### src/rtl/eesel_pkg.sv
// Shared constants and types for the device-select decoder.
package eesel_pkg;
    localparam int BYTE_W = 8;
    localparam int TYPE_W = 4;
    localparam int CE_W   = 3;

    localparam logic [TYPE_W-1:0] TYPE_MEM  = 4'b1010;
    localparam logic [TYPE_W-1:0] TYPE_PROT = 4'b0110;
    localparam logic [CE_W-1:0]   FLD_SET   = 3'b001;
    localparam logic [CE_W-1:0]   FLD_CLR   = 3'b011;

    typedef enum logic [3:0] {
        CMD_NONE    = 4'd0,
        CMD_MEM_WR  = 4'd1,
        CMD_MEM_RD  = 4'd2,
        CMD_SET_WP  = 4'd3,
        CMD_CLR_WP  = 4'd4,
        CMD_PERM_WP = 4'd5,
        CMD_RD_SET  = 4'd6,
        CMD_RD_CLR  = 4'd7,
        CMD_RD_PERM = 4'd8
    } eesel_cmd_e;

    typedef enum logic [2:0] {
        ST_IDLE,
        ST_SHIFT,
        ST_ACK,
        ST_HOLD,
        ST_STANDBY
    } eesel_state_e;
endpackage

### src/rtl/eesel_sync.sv
// Bus-line synchroniser and condition detector.
// Brings SCL and SDA into the clk domain through STAGES flops each.
// Produces one-cycle strobes for SCL edges and for Start/Stop conditions.
// Assumes clk is several times faster than SCL. Idle bus level is high.
module eesel_sync #(
    parameter int STAGES = 2
) (
    input  logic clk,
    input  logic rst_n,
    input  logic scl_raw,
    input  logic sda_raw,
    output logic sda_lvl,
    output logic scl_rise,
    output logic scl_fall,
    output logic start_det,
    output logic stop_det
);
    localparam int NSIG = 2;

    logic [NSIG-1:0] raw;
    logic [NSIG-1:0] lvl;
    logic [NSIG-1:0] prev;

    assign raw = {sda_raw, scl_raw};

    for (genvar i = 0; i < NSIG; i++) begin : g_chain
        logic [STAGES:0] q;
        // Shift chain: stages for metastability, plus one for the previous value.
        always_ff @(posedge clk) begin
            if (!rst_n) q <= '1;
            else        q <= {q[STAGES-1:0], raw[i]};
        end
        assign lvl[i]  = q[STAGES-1];
        assign prev[i] = q[STAGES];
    end

    assign sda_lvl   = lvl[1];
    assign scl_rise  = lvl[0] & ~prev[0];
    assign scl_fall  = ~lvl[0] & prev[0];
    assign start_det = lvl[0] & prev[0] & prev[1] & ~lvl[1];
    assign stop_det  = lvl[0] & prev[0] & ~prev[1] & lvl[1];
endmodule

### src/rtl/eesel_shift.sv
// Serial-to-parallel collector for the select byte.
// On each strobe it shifts one bit in at the LSB end, so the first bit ends up as the MSB.
// It stops after BITS bits and raises full. A clear empties it.
module eesel_shift #(
    parameter int BITS = 8
) (
    input  logic            clk,
    input  logic            rst_n,
    input  logic            clear,
    input  logic            strobe,
    input  logic            bit_in,
    output logic [BITS-1:0] data,
    output logic            full
);
    localparam int CNT_W = $clog2(BITS + 1);

    logic [CNT_W-1:0] cnt;

    assign full = (cnt == CNT_W'(BITS));

    // Bit counter and shift register.
    always_ff @(posedge clk) begin
        if (!rst_n || clear) begin
            cnt  <= '0;
            data <= '0;
        end else if (strobe && !full) begin
            cnt  <= cnt + 1'b1;
            data <= {data[BITS-2:0], bit_in};
        end
    end

    AST_CNT_IN_RANGE: assert property (@(posedge clk) disable iff (!rst_n)
        cnt <= CNT_W'(BITS));
endmodule

### src/rtl/eesel_classify.sv
// Combinational classifier for a completed select byte.
// Maps the type, field and RW bit, together with the strap pins and the
// high-voltage flag, to a command code. Reports whether the byte is accepted.
module eesel_classify
    import eesel_pkg::*;
(
    input  logic [BYTE_W-1:0] sel_byte,
    input  logic [CE_W-1:0]   ce_pins,
    input  logic              a0_hv,
    output eesel_cmd_e        cmd,
    output logic              match
);
    logic [TYPE_W-1:0] typ;
    logic [CE_W-1:0]   fld;
    logic              rd;

    assign typ = sel_byte[BYTE_W-1 -: TYPE_W];
    assign fld = sel_byte[CE_W:1];
    assign rd  = sel_byte[0];

    // Decode priority: storage array, then high-voltage commands, then strap-matched protection.
    always_comb begin
        cmd = CMD_NONE;
        if (typ == TYPE_MEM) begin
            if (fld == ce_pins) cmd = rd ? CMD_MEM_RD : CMD_MEM_WR;
        end else if (typ == TYPE_PROT) begin
            if (a0_hv) begin
                if (fld == FLD_SET && !ce_pins[2] && !ce_pins[1])
                    cmd = rd ? CMD_RD_SET : CMD_SET_WP;
                else if (fld == FLD_CLR && !ce_pins[2] && ce_pins[1])
                    cmd = rd ? CMD_RD_CLR : CMD_CLR_WP;
            end else if (fld == ce_pins) begin
                cmd = rd ? CMD_RD_PERM : CMD_PERM_WP;
            end
        end
    end

    assign match = (cmd != CMD_NONE);
endmodule

### src/rtl/eesel_select_decoder.sv
// Top level of the device-select decoder.
// Sequences the synchroniser, the byte collector and the classifier.
// Drives the acknowledge during the ninth clock and publishes the command.
// Assumes clk is at least 8x the SCL rate. sda_in is the wired level,
// including this block's own pull.
module eesel_select_decoder
    import eesel_pkg::*;
#(
    parameter int SYNC_STAGES = 2
) (
    input  logic       clk,
    input  logic       rst_n,
    input  logic       scl_in,
    input  logic       sda_in,
    input  logic [2:0] ce_pins,
    input  logic       a0_hv,
    input  logic       por_active,
    output logic       sda_pull,
    output logic       cmd_valid,
    output logic [3:0] cmd_code,
    output logic       cmd_rw,
    output logic       selected
);
    logic              sda_lvl, scl_rise, scl_fall, start_det, stop_det;
    logic [BYTE_W-1:0] sel_byte;
    logic              byte_full;
    eesel_cmd_e        dec_cmd;
    logic              dec_match;
    eesel_state_e      state;
    eesel_cmd_e        code_q, pend_code;
    logic              pend_rw;

    eesel_sync #(.STAGES(SYNC_STAGES)) u_sync (
        .clk       (clk),
        .rst_n     (rst_n),
        .scl_raw   (scl_in),
        .sda_raw   (sda_in),
        .sda_lvl   (sda_lvl),
        .scl_rise  (scl_rise),
        .scl_fall  (scl_fall),
        .start_det (start_det),
        .stop_det  (stop_det)
    );

    eesel_shift #(.BITS(BYTE_W)) u_shift (
        .clk    (clk),
        .rst_n  (rst_n),
        .clear  (start_det || por_active),
        .strobe (scl_rise && state == ST_SHIFT && !por_active),
        .bit_in (sda_lvl),
        .data   (sel_byte),
        .full   (byte_full)
    );

    eesel_classify u_cls (
        .sel_byte (sel_byte),
        .ce_pins  (ce_pins),
        .a0_hv    (a0_hv),
        .cmd      (dec_cmd),
        .match    (dec_match)
    );

    // Transfer sequencer: bit phase, acknowledge, hold and standby.
    always_ff @(posedge clk) begin
        if (!rst_n || por_active) begin
            state     <= ST_IDLE;
            sda_pull  <= 1'b0;
            cmd_valid <= 1'b0;
            selected  <= 1'b0;
            code_q    <= CMD_NONE;
            pend_code <= CMD_NONE;
            pend_rw   <= 1'b0;
            cmd_rw    <= 1'b0;
        end else begin
            cmd_valid <= 1'b0;
            if (start_det) begin
                state    <= ST_SHIFT;
                sda_pull <= 1'b0;
                selected <= 1'b0;
                code_q   <= CMD_NONE;
                cmd_rw   <= 1'b0;
            end else if (stop_det) begin
                state    <= ST_IDLE;
                sda_pull <= 1'b0;
                selected <= 1'b0;
            end else begin
                unique case (state)
                    ST_SHIFT: begin
                        if (byte_full && scl_fall) begin
                            if (dec_match) begin
                                state     <= ST_ACK;
                                sda_pull  <= 1'b1;
                                selected  <= 1'b1;
                                pend_code <= dec_cmd;
                                pend_rw   <= sel_byte[0];
                            end else begin
                                state <= ST_STANDBY;
                            end
                        end
                    end
                    ST_ACK: begin
                        if (scl_fall) begin
                            state     <= ST_HOLD;
                            sda_pull  <= 1'b0;
                            cmd_valid <= 1'b1;
                            code_q    <= pend_code;
                            cmd_rw    <= pend_rw;
                        end
                    end
                    default: state <= state;
                endcase
            end
        end
    end

    assign cmd_code = code_q;

    AST_ACK_NEEDS_MATCH: assert property (@(posedge clk) disable iff (!rst_n)
        $rose(sda_pull) |-> $past(dec_match));
    AST_ACK_IMPLIES_SEL: assert property (@(posedge clk) disable iff (!rst_n)
        sda_pull |-> selected);
    AST_POR_SILENT: assert property (@(posedge clk) disable iff (!rst_n)
        por_active |=> (!sda_pull && !cmd_valid));
    AST_VALID_PULSE: assert property (@(posedge clk) disable iff (!rst_n)
        cmd_valid |=> !cmd_valid);
    AST_VALID_HAS_CODE: assert property (@(posedge clk) disable iff (!rst_n)
        cmd_valid |-> (cmd_code != 4'd0 && selected));
    AST_START_DROPS: assert property (@(posedge clk) disable iff (!rst_n)
        start_det |=> (!sda_pull && !selected));
endmodule

### config.mk
export PLATFORM = sky130hd
export DESIGN_NAME = eesel_select_decoder
export DESIGN_NICKNAME = d
export VERILOG_FILES = /design/src/rtl/eesel_pkg.sv /design/src/rtl/eesel_sync.sv /design/src/rtl/eesel_shift.sv /design/src/rtl/eesel_classify.sv /design/src/rtl/eesel_select_decoder.sv
export SDC_FILE = /design/constraint.sdc
export NUM_CORES = 1
export LEC_CHECK = 0
export ABC_AREA = 1
export BUFFER_PORTS_ARGS = -buffer_cell sky130_fd_sc_hd__buf_4
export CAP_MARGIN = 25
export CORE_ASPECT_RATIO = 0.6
export CORE_MARGIN = 2
export CORE_UTILIZATION = 30
export DETAILED_ROUTE_END_ITERATION = 16
export PLACE_DENSITY_LB_ADDON = 0.05
export REMOVE_ABC_BUFFERS = 1
export SYNTH_ARGS = -nofsm -noshare
export SYNTH_HDL_FRONTEND = slang
export SYNTH_SLANG_ARGS = --single-unit
### constraint.sdc
create_clock -name clk -period 3.4 [get_ports clk]
set_input_delay 0.17 -clock clk [delete_from_list [all_inputs] [get_ports clk]]
set_output_delay 0.17 -clock clk [all_outputs]
set_load 0.005 [all_outputs]
==> results of run 1 <==
sequential cells by signal (all words and copies together), names as in the netlist:
register and count:
state 3, cmd_rw 1, u_shift.cnt 4, pend_code 4, u_shift.data 8, selected 1
sda_pull 1, u_sync.g_chain.q 6, cmd_valid 1, cmd_code 4, pend_rw 1
report_power, final:
group / total (mW) / internal [mW] / switching [mW]
combinational: 0.0411 / 0.0158 / 0.0253
sequential: 0.403 / 0.401 / 0.00140
clock: 0.308 / 0.163 / 0.145
total: 0.752 / 0.580 / 0.172
cell usage in the layout, fill, tap and decap left out, types with 6 or more instances in the layout:
| cell | Yosys | final |
|---|---|---|
| sky130_fd_sc_hd__nor3_1 | 6 | 6 |
| sky130_fd_sc_hd__a21oi_1 | 16 | 16 |
| sky130_fd_sc_hd__nor2_1 | 24 | 24 |
| sky130_fd_sc_hd__inv_1 | 38 | 38 |
| sky130_fd_sc_hd__nand3_1 | 14 | 14 |
| sky130_fd_sc_hd__buf_4 | 0 | 16 |
| sky130_fd_sc_hd__dfxtp_1 | 34 | 34 |
| sky130_fd_sc_hd__nor2_2 | 7 | 7 |
| sky130_fd_sc_hd__nand4_1 | 6 | 6 |
| sky130_fd_sc_hd__clkbuf_8 | 0 | 6 |
| sky130_fd_sc_hd__nand2_1 | 38 | 38 |
| sky130_fd_sc_hd__o21ai_0 | 14 | 14 |
stage by stage:
step	cells	hold WS, ps	power, mW
finish	315	66.99	0.7520
global route	315	57.65	0.7915
CTS	315	56.18	0.7700
detailed placement	307	359.9	0.4532
global placement	307	358.7	0.4534
floorplan	225	238.9	0.4369
critical path, cell delays in order (launching register included):
cell and delay, ps:
sky130_fd_sc_hd__dfxtp_1 380, sky130_fd_sc_hd__inv_1 70, sky130_fd_sc_hd__ha_1 170, sky130_fd_sc_hd__nand3_1 120
sky130_fd_sc_hd__inv_1 50, sky130_fd_sc_hd__nor2_1 80, sky130_fd_sc_hd__nand2_1 330, sky130_fd_sc_hd__nor2_1 310
sky130_fd_sc_hd__nand4_1 110, sky130_fd_sc_hd__and3_1 190
layer usage:
metal | vias to the layer above | GRT usage | share of wire
li1 | 756 | - | -
met1 | 612 | 0.1804 | 0.58
met2 | 30 | 0.1631 | 0.36
met3 | 5 | 0.04313 | 0.054
met4 | 0 | 0.05284 | 0.013
met5 | - | 0 | 0
worst min path at each step:
stage          startpoint  slack, ps  cells past startpoint                      to
2_1_floorplan       rst_n        240                      1  u_sync.g_chain[1].q[2]
3_3_place_gp       sda_in        360                      2  u_sync.g_chain[1].q[0]
3_5_place_dp       scl_in        360                      2  u_sync.g_chain[0].q[0]
4_1_cts            sda_in         60                      2  u_sync.g_chain[1].q[0]
5_1_grt            scl_in         60                      2  u_sync.g_chain[0].q[0]
6_report           scl_in         70                      2  u_sync.g_chain[0].q[0]
logic make-up (layout without fill, tap and decap cells):
kind of cell,Yosys count,in the layout,synth area share
DFF,34,34,0.4162
AOI/OAI and AO/OA,34,34,0.1148
buffers and inverters,45,66,0.1064
and+or+nand+nor,113,113,0.3474
adders and majority gates,2,2,0.01530
layout make-up:
type | count | share of cell area
sequential | 34 | 0.3553
clock buffer | 7 | 0.04507
inverter | 42 | 0.08361
multi-input combinational | 149 | 0.4076
timing repair buffer | 16 | 0.06270
clock inverter | 1 | 0.002613
tap | 66 | 0.04311
==> out/metrics.csv, run 1 <==
metric,value,unit
Detail Route Antenna Nets,0,
Final min period,1907,ps
timing-limited maximum frequency,0.5245,GHz
Mapped Avg Cell Area,7.172,um^2
launch point of the worst path,u_shift.cnt[1],
number of vias after detailed routing,1403,
fraction of final layout cells sized beyond drive strength 1,0.2129,
capturing element of the worst setup path,u_shift.cnt[3],
clock sink total,34,
area post-placement,0.001824,mm^2
1st-pass router iterations,4,
number of DRC violations after detailed-routing iteration 0,50,
P&R area growth vs syn,17.14,%
class of the most critical hold timing path,input port to flop,
transition time of the tightest slew-check pin,555.7,ps
total setup violations reported at the end of the flow,0,
share of synthesized area occupied by flip-flops and latches,0.4162,
post-CTS resize count,0,
die height,61.19,um
cells after synthesis,228,
Final GP Congestion,0.7462,
Via-to-Cell Ratio,4.454,
register bit count reported by yosys,34,
final design instance area without fill,0.001916,mm^2
DIE WIDTH,99.32,um
arrival time worst endpoint,2090,ps
"worst slack, placed",1505,ps
aggregate negative setup slack,0,ps
clock slew at the register clock pins of the worst setup and hold paths,70,ps
largest net degree at the start of global routing,21,
critical register-to-register path startpoint,u_shift.cnt[1],
maximum resistive drop on vdd,0.1428,mV
type of destination of the critical path,flop,
slack of the critical path,1493,ps
list of most frequent post-synthesis cells,"sky130_fd_sc_hd__inv_1 (38), sky130_fd_sc_hd__nand2_1 (38), sky130_fd_sc_hd__dfxtp_1 (34), sky130_fd_sc_hd__nor2_1 (24), sky130_fd_sc_hd__a21oi_1 (16)",
area share of the largest cell type after synthesis,0.4162,
CTS tree,yes,
power density over the cells,392.6,mW/mm^2
total congestion overflow after global routing,0,
unrepaired setup endpoints after global routing,no,
post-CTS setup buffer count,0,
number of CTS-inserted buffers,5,
Overall Global Routing Usage,0.1237,
outcome,completed,
worst reg-to-reg path cell count,9,
Root Driver,sky130_fd_sc_hd__clkbuf_8,
global-route wire length before repair,5671,um
WL/cell,10.83,um
"Cell Area, Synth",0.001635,mm^2
relative slew slack,0.6286,
synth warn,0,
combined area of the multi-input logic cells,780.7,um^2
DRC violations left,0,
number of enable flip-flop cells after synthesis,0,
cell types with the largest area share after synthesis,"sky130_fd_sc_hd__dfxtp_1 (42%), sky130_fd_sc_hd__inv_1 (8.7%), sky130_fd_sc_hd__nand2_1 (8.7%)",
core region area,0.005155,mm^2
Clock H-tree levels,2,
number of standard-cell rows in the floorplan,20,
predominant post-synthesis flop cell,sky130_fd_sc_hd__dfxtp_1,
detailed placement HPWL,2612,um
antenna cell count,0,
Reg2Reg Setup Slack,1490,ps
antenna violations before repair,0,
endpoint of the worst register-to-register path,u_shift.cnt[3],
Sequential Area,680.7,um^2
clock insertion delay at the later pin of the skew report,280,ps
starting density of the core,0.3172,
FILL cells,569,
full die area,0.006077,mm^2
most area-hungry cell type in the Yosys netlist,sky130_fd_sc_hd__dfxtp_1,
unique cell type count in the Yosys netlist,25,
kind of critical path,flop to flop,
Worst Path Max Fanout,20,
post-synthesis async set-or-reset flop share,0,
final core occ,0.3716,
CP required,3580,ps
maximum root-to-sink buffer count,2,
boundary pin count,17,
fin. max-slew vios,0,
count of buffers from port buffering,16,
post-layout net count,259,
final clock skew,2.528,ps
CTS Hold Bufs,0,
number of max-cap violations,0,
kind of start point of the critical path,flop,
part of the cycle the worst path needs,0.5607,
Routed Wire Length,3412,um
hold violation count in the final report,0,
Leakage Power,0.8874,nW
via count of the first global-routing pass,1175,
Note: power is estimated with default switching activity, not from simulation.
==> run 2: changes to the inputs <==
==> constraint.sdc (replaced) <==
create_clock -name clk -period 1.6 [get_ports clk]
set_input_delay 0.08 -clock clk [delete_from_list [all_inputs] [get_ports clk]]
set_output_delay 0.08 -clock clk [all_outputs]
set_load 0.005 [all_outputs]
==> run 2 against run 1 <==
  * Clock skew is 2.8 ps higher
  * Clock power increased by 120%
  * Sequential share of layout area fell by 3.1 points
  * Cell area up 12%
  * Combinational power rose to 2.5 times the previous value
  * Worst hold slack improved by 150 ps
  * Critical path depth did not move
  * Core utilization grew 4.3 points
  * First-iteration DRC count is 12% higher
  * Maximum frequency increased by 27%
  * Sequential cell count unchanged
  * Worst setup slack got worse by 1400 ps
  * Critical path type unchanged
  * Critical endpoint is now u_shift.cnt[1]
  * Largest cell class unchanged
==> out/metrics.csv, run 2 (same netlist as run 1, synthesis figures left out) <==
metric,value,unit,change
count of buffers from port buffering,16,,unchanged
standard cell with the maximum stage delay on the critical path,sky130_fd_sc_hd__dfxtp_1,,
Detail Route Antenna Nets,0,,unchanged
number of DRC violations after detailed-routing iteration 0,56,,+12%
kind of start point of the critical path,flop,,
Final min period,1504,ps,-402.2 ps
detailed placement HPWL,2707,um,+3.7%
total setup violations reported at the end of the flow,0,,unchanged
Via-to-Cell Ratio,4.425,,-0.66%
Overall Global Routing Usage,0.1358,,+0.01211
largest net degree at the start of global routing,17,,-19%
1st-pass router iterations,4,,unchanged
global-route wire length before repair,6389,um,+13%
Top reg by flops,u_shift.data,,
combined buffer and inverter count along the critical path,3,,+1
boundary pin count,17,,unchanged
Largest register FFs,8,,unchanged
clock sink total,34,,unchanged
Clock H-tree levels,2,,unchanged
Leakage Power,0.9995,nW,+13%
antenna cell count,0,,unchanged
total congestion overflow after global routing,0,,unchanged
most frequent standard cell in the layout excluding fill and tap cells,sky130_fd_sc_hd__nand2_1,,
part of the cycle the worst path needs,0.9402,,+0.3795
total power draw,1.618,mW,+120%
relative slew slack,0.7624,,+0.1338
final clock skew,5.373,ps,+2.845 ps
class of the most critical hold timing path,input port to flop,,
WL/cell,10.95,um,+1.1%
maximum root-to-sink buffer count,2,,unchanged
DIE WIDTH,99.32,um,unchanged
Root Driver,sky130_fd_sc_hd__clkbuf_8,,
biggest regs,"u_shift.data: 8 flops, u_sync.g_chain.q: 6 flops",,
number of standard-cell rows in the floorplan,20,,unchanged
core region area,0.005155,mm^2,unchanged
number of CTS-inserted buffers,5,,unchanged
timing-limited maximum frequency,0.6648,GHz,+27%
aggregate negative setup slack,0,ps,unchanged
DRC violations left,0,,unchanged
clock slew at the register clock pins of the worst setup and hold paths,70,ps,about the same
number of max-cap violations,0,,unchanged
FILL cells,560,,-1.6%
type of destination of the critical path,flop,,
via count of the first global-routing pass,1419,,+21%
crit-path cells,inv_1 > ha_1 > nand3_2 > inv_1 > nor2_2 > nand2_4 > buf_4 > o21ai_0 > a21oi_1,,
Sequential Area,693.2,um^2,+1.8%
arrival time worst endpoint,1680,ps,-410 ps
fraction of final layout cells sized beyond drive strength 1,0.3346,,+0.1217
"leading cell types in the layout, fill and taps excluded","sky130_fd_sc_hd__nand2_1 (34), sky130_fd_sc_hd__inv_1 (32), sky130_fd_sc_hd__dfxtp_1 (28), sky130_fd_sc_hd__buf_4 (28), sky130_fd_sc_hd__nor2_1 (20)",,
power density over the cells,757.2,mW/mm^2,+93%
combined area of the multi-input logic cells,824.5,um^2,+5.6%
antenna violations before repair,0,,unchanged
fin. max-slew vios,0,,unchanged
kind of critical path,flop to flop,,
P&R area growth vs syn,30.68,%,
unrepaired setup endpoints after global routing,yes,,
CP required,1770,ps,-1810 ps
die height,61.19,um,unchanged
CP dominant cell by count,sky130_fd_sc_hd__inv_1,,
number of vias after detailed routing,1469,,+4.7%
post-layout net count,276,,+6.6%
starting density of the core,0.3172,,unchanged
full die area,0.006077,mm^2,unchanged
transition time of the tightest slew-check pin,353.7,ps,-202.0 ps
CTS tree,yes,,
Routed Wire Length,3636,um,+6.6%
maximum resistive drop on vdd,0.2763,mV,+93%
outcome,completed,,
clock insertion delay at the later pin of the skew report,280,ps,about the same
Worst Path Max Fanout,5,,-75%
hold violation count in the final report,0,,unchanged
peak per-stage delay on the critical path,340,ps,-40 ps
Final GP Congestion,0.7791,,+4.4%
crit-path leading delay family,flip-flops,,
run 2: cell types whose count changed in the layout (fill, tap and decap cells not counted), sizes merged:
cell         previous run  this run
dlygate4sd3             0         3
buf                    16        29
clkbuf                  7         8
run 2: final timing paths:
check                           end                    from  slack, ps  cells after the start
max                  u_shift.cnt[1]          u_shift.cnt[0]        100                      9
min                    pend_code[3]              por_active        220                      5
max reg2reg          u_shift.cnt[1]          u_shift.cnt[0]        100                      9
min reg2reg  u_sync.g_chain[0].q[1]  u_sync.g_chain[0].q[0]        420                      1
run 2: layout make-up:
| cell class | instances | area share |
|---|---|---|
| Clock inverter | 1 | 0.002342 |
| Clock buffer | 7 | 0.04040 |
| Timing Repair Buffer | 33 | 0.1335 |
| Inverter | 42 | 0.07494 |
| Sequential cell | 34 | 0.3244 |
| Multi-Input combinational cell | 149 | 0.3858 |
| Tap cell | 66 | 0.03864 |
run 2: metal layers:
layer / up-vias / share of wire / global-route usage / wire length (um)
met5: - / 0 / 0 / 0
met4: 0 / 0.012 / 0.04110 / 42
met3: 5 / 0.037 / 0.04200 / 135
met2: 17 / 0.39 / 0.2046 / 1402
met1: 655 / 0.57 / 0.1892 / 2057
li1: 792 / - / - / -
run 2: power breakdown:
group	internal, mW	switching [mW]	total (mW)
clock	0.347	0.316	0.663
sequential	0.849	0.00282	0.852
combinational	0.0443	0.0589	0.103
run 2: worst reg2reg max path, cell delays in order (launching register included):
cell,delay (ps)
sky130_fd_sc_hd__dfxtp_1,340
sky130_fd_sc_hd__inv_1,80
sky130_fd_sc_hd__ha_1,220
sky130_fd_sc_hd__nand3_2,100
sky130_fd_sc_hd__inv_1,50
sky130_fd_sc_hd__nor2_2,120
sky130_fd_sc_hd__nand2_4,110
sky130_fd_sc_hd__buf_4,170
sky130_fd_sc_hd__o21ai_0,150
sky130_fd_sc_hd__a21oi_1,60
run 2: per-stage QoR:
step | cells | setup slack (ps) | hold slack (ps) | cell area, um^2 | util
after floorplan | 225 | -21.83 | 148.9 | 1622 | -
after global placement | 317 | 27.17 | 269.6 | 1899 | 0.3684
after detailed placement | 317 | 41.77 | 270.0 | 1899 | 0.3684
after CTS | 328 | 36.33 | 220.4 | 2021 | 0.3920
after global routing | 332 | -24.94 | 242.2 | 2137 | 0.4146
final | 332 | 95.68 | 220.5 | 2137 | 0.4146
run 2: repair_timing:
| action | CTS | global route |
|---|---|---|
| buffers inserted | 0 | 3 |
| hold endpoints to repair | 4 | 0 |
| endpoints found under the setup margin | 0 | 20 |
| hold buffers | 3 | 0 |
| resized for setup | 0 | 38 |
==> run 3: changes to the inputs <==
--- a/config.mk
+++ b/config.mk
@@ -10,7 +10,7 @@
 export CAP_MARGIN = 25
 export CORE_ASPECT_RATIO = 0.6
 export CORE_MARGIN = 2
-export CORE_UTILIZATION = 30
+export CORE_UTILIZATION = 45
 export DETAILED_ROUTE_END_ITERATION = 16
 export PLACE_DENSITY_LB_ADDON = 0.05
 export REMOVE_ABC_BUFFERS = 1
==> run 3 against run 2 <==
  * Register-to-register slack lost 50 ps
  * Sequential power hardly changed
  * Largest power group unchanged
  * Sequential cell count unchanged
  * Cell count down 7.8%
  * Sequential share of layout area increased by 1.0 points
  * Global-route usage rose by 4.8 points
  * Highest routed layer unchanged
  * Worst hold slack got worse by 140 ps
  * Wire length fell by 2.3%
  * Total power about the same
==> out/metrics.csv, run 3 (same netlist as run 1, synthesis figures left out) <==
metric,value,unit,change
Clock H-tree levels,2,,unchanged
GRT met3 Usage,0.05935,,+0.01735
capturing element of the worst setup path,u_shift.data[3],,
hold violation count in the final report,0,,unchanged
CP required,1810,ps,+40 ps
clock insertion delay at the later pin of the skew report,290,ps,about the same
fraction of final layout cells sized beyond drive strength 1,0.3142,,-0.02041
endpoint of the worst register-to-register path,u_shift.data[3],,
area post-placement,0.001828,mm^2,-3.8%
via count of the first global-routing pass,1255,,-12%
largest net degree at the start of global routing,17,,unchanged
kind of start point of the critical path,flop,,
antenna violations before repair,0,,unchanged
final design instance area without fill,0.002072,mm^2,-3.0%
critical register-to-register path startpoint,u_shift.cnt[0],,
most frequent standard cell in the layout excluding fill and tap cells,sky130_fd_sc_hd__inv_1,,
Final GP Congestion,0.8515,,+9.3%
final-layout worst hold slack,85.21,ps,-135.3 ps
final clock skew,5.436,ps,+0.06226 ps
gr busiest metal,met1,,
biggest regs,"u_shift.data: 8 flops, u_sync.g_chain.q: 6 flops",,
"leading cell types in the layout, fill and taps excluded","sky130_fd_sc_hd__inv_1 (34), sky130_fd_sc_hd__nand2_1 (33), sky130_fd_sc_hd__dfxtp_1 (28)",,
timing-limited maximum frequency,0.6438,GHz,-3.2%
antenna cell count,0,,unchanged
transition time of the tightest slew-check pin,303.3,ps,-50.35 ps
maximum resistive drop on vdd,0.4166,mV,+51%
class of the most critical hold timing path,input port to flop,,
full die area,0.004148,mm^2,-32%
Worst Path Max Fanout,7,,+2
total setup violations reported at the end of the flow,0,,unchanged
final core occ,0.6161,,+0.2015
count of buffers from port buffering,16,,unchanged
Reg2Reg Setup Slack,50,ps,-50 ps
outcome,completed,,
worst reg-to-reg path cell count,9,,unchanged
relative slew slack,0.7962,,+0.03383
launch point of the worst path,u_shift.cnt[0],,
detailed placement HPWL,2444,um,-9.7%
power density over the cells,780.2,mW/mm^2,+3.0%
clock slew at the register clock pins of the worst setup and hold paths,70,ps,about the same
Via-to-Cell Ratio,4.781,,+8.1%
global-route met2 utilization,0.2385,,+0.03385
number of CTS-inserted buffers,5,,unchanged
Root Driver,sky130_fd_sc_hd__clkbuf_8,,
clock sink total,34,,unchanged
1st-pass router iterations,4,,unchanged
number of standard-cell rows in the floorplan,16,,-20%
Detail Route Antenna Nets,0,,unchanged
total congestion overflow after global routing,0,,unchanged
number of max-cap violations,0,,unchanged
fin. max-slew vios,0,,unchanged
Largest register FFs,8,,unchanged
P&R area growth vs syn,26.70,%,
arrival time worst endpoint,1760,ps,+80 ps
Top reg by flops,u_shift.data,,
"worst slack, placed",16.47,ps,-25.30 ps
die height,50.70,um,-17%
WL/cell,11.60,um,+6.0%
Overall Global Routing Usage,0.1839,,+0.04809
core region area,0.003363,mm^2,-35%
post-layout net count,271,,-1.8%
kind of critical path,flop to flop,,
CTS tree,yes,,
number of vias after detailed routing,1463,,-0.41%
boundary pin count,17,,unchanged
slack of the critical path,46.61,ps,-49.07 ps
maximum root-to-sink buffer count,2,,unchanged
Global Route met1 Usage,0.2731,,+0.08390
number of DRC violations after detailed-routing iteration 0,97,,+73%
type of destination of the critical path,flop,,
part of the cycle the worst path needs,0.9709,,+0.03067
Leakage Power,0.9604,nW,-3.9%
global-route wire length before repair,5706,um,-11%
starting density of the core,0.4862,,+0.1690
Cells on Worst Hold Path,3,,-2
Routed Wire Length,3551,um,-2.3%
total power draw,1.617,mW,about the same
Final min period,1553,ps,+49.07 ps
DRC violations left,0,,unchanged
DIE WIDTH,81.83,um,-18%
==> run 3: changes by cell type in the layout (fill, tap and decap cells not counted), moves of 2 or more <==
cell	before	now
sky130_fd_sc_hd__inv_1	32	34
sky130_fd_sc_hd__nor2_2	9	7
sky130_fd_sc_hd__o21ai_1	8	4
sky130_fd_sc_hd__inv_2	9	7
sky130_fd_sc_hd__buf_4	28	22
sky130_fd_sc_hd__o21ai_0	6	10
sky130_fd_sc_hd__nand2_2	7	9
==> run 3: per-stage QoR <==
step | cells | setup TNS, ps
6_report | 306 | 0
2_1_floorplan | 225 | -21.83
4_1_cts | 301 | 0
3_3_place_gp | 290 | 0
3_5_place_dp | 290 | 0
5_1_grt | 306 | -269.7
==> run 3: worst max-delay path: stages (launching register included) <==
cell and delay, ps:
sky130_fd_sc_hd__dfxtp_2 340, sky130_fd_sc_hd__inv_1 80, sky130_fd_sc_hd__ha_1 210, sky130_fd_sc_hd__nand3_2 90
sky130_fd_sc_hd__inv_1 40, sky130_fd_sc_hd__nor2_1 100, sky130_fd_sc_hd__nand2_2 140, sky130_fd_sc_hd__buf_6 160
sky130_fd_sc_hd__clkbuf_16 150, sky130_fd_sc_hd__a21oi_1 160
==> run 3: routing by layer <==
layer	vias up	wire length [um]
met2	23	1354
met1	653	1987
li1	779	-
met3	8	138
met5	-	0
met4	0	70
==> run 3: how the worst min path moves through the flow <==
stage | start | slack (ps) | endpoint
2_1_floorplan | rst_n | 150 | u_sync.g_chain[1].q[2]
4_1_cts | por_active | 80 | pend_code[2]
3_3_place_gp | sda_in | 270 | u_sync.g_chain[1].q[0]
6_report | por_active | 90 | state[0]
3_5_place_dp | scl_in | 270 | u_sync.g_chain[0].q[0]
5_1_grt | por_active | 90 | state[0]
==> run 3: timing repair <==
item / CTS / global route
buffers inserted: 0 / 4
setup endpoints to repair: 0 / 16
hold buffers: 3 / 0
gates resized for setup: 0 / 32
hold endpoints to repair: 4 / 0
==> run 3: report_power, final <==
part | leakage [nW] | switching (mW) | internal, mW
Combinational | 0.633 | 0.0581 | 0.0428
Clock | 0.0482 | 0.317 | 0.347
Sequential | 0.279 | 0.00274 | 0.849
==> run 3: cell type report <==
class,count,area [um^2]
clock buffers,7,86.33
well taps,45,56.30
repair buffers,28,246.5
fillers,326,1291
multi-input cells,149,824.5
clock inverters,1,5.005
inverters,42,160.2
flip-flops and latches,34,693.2
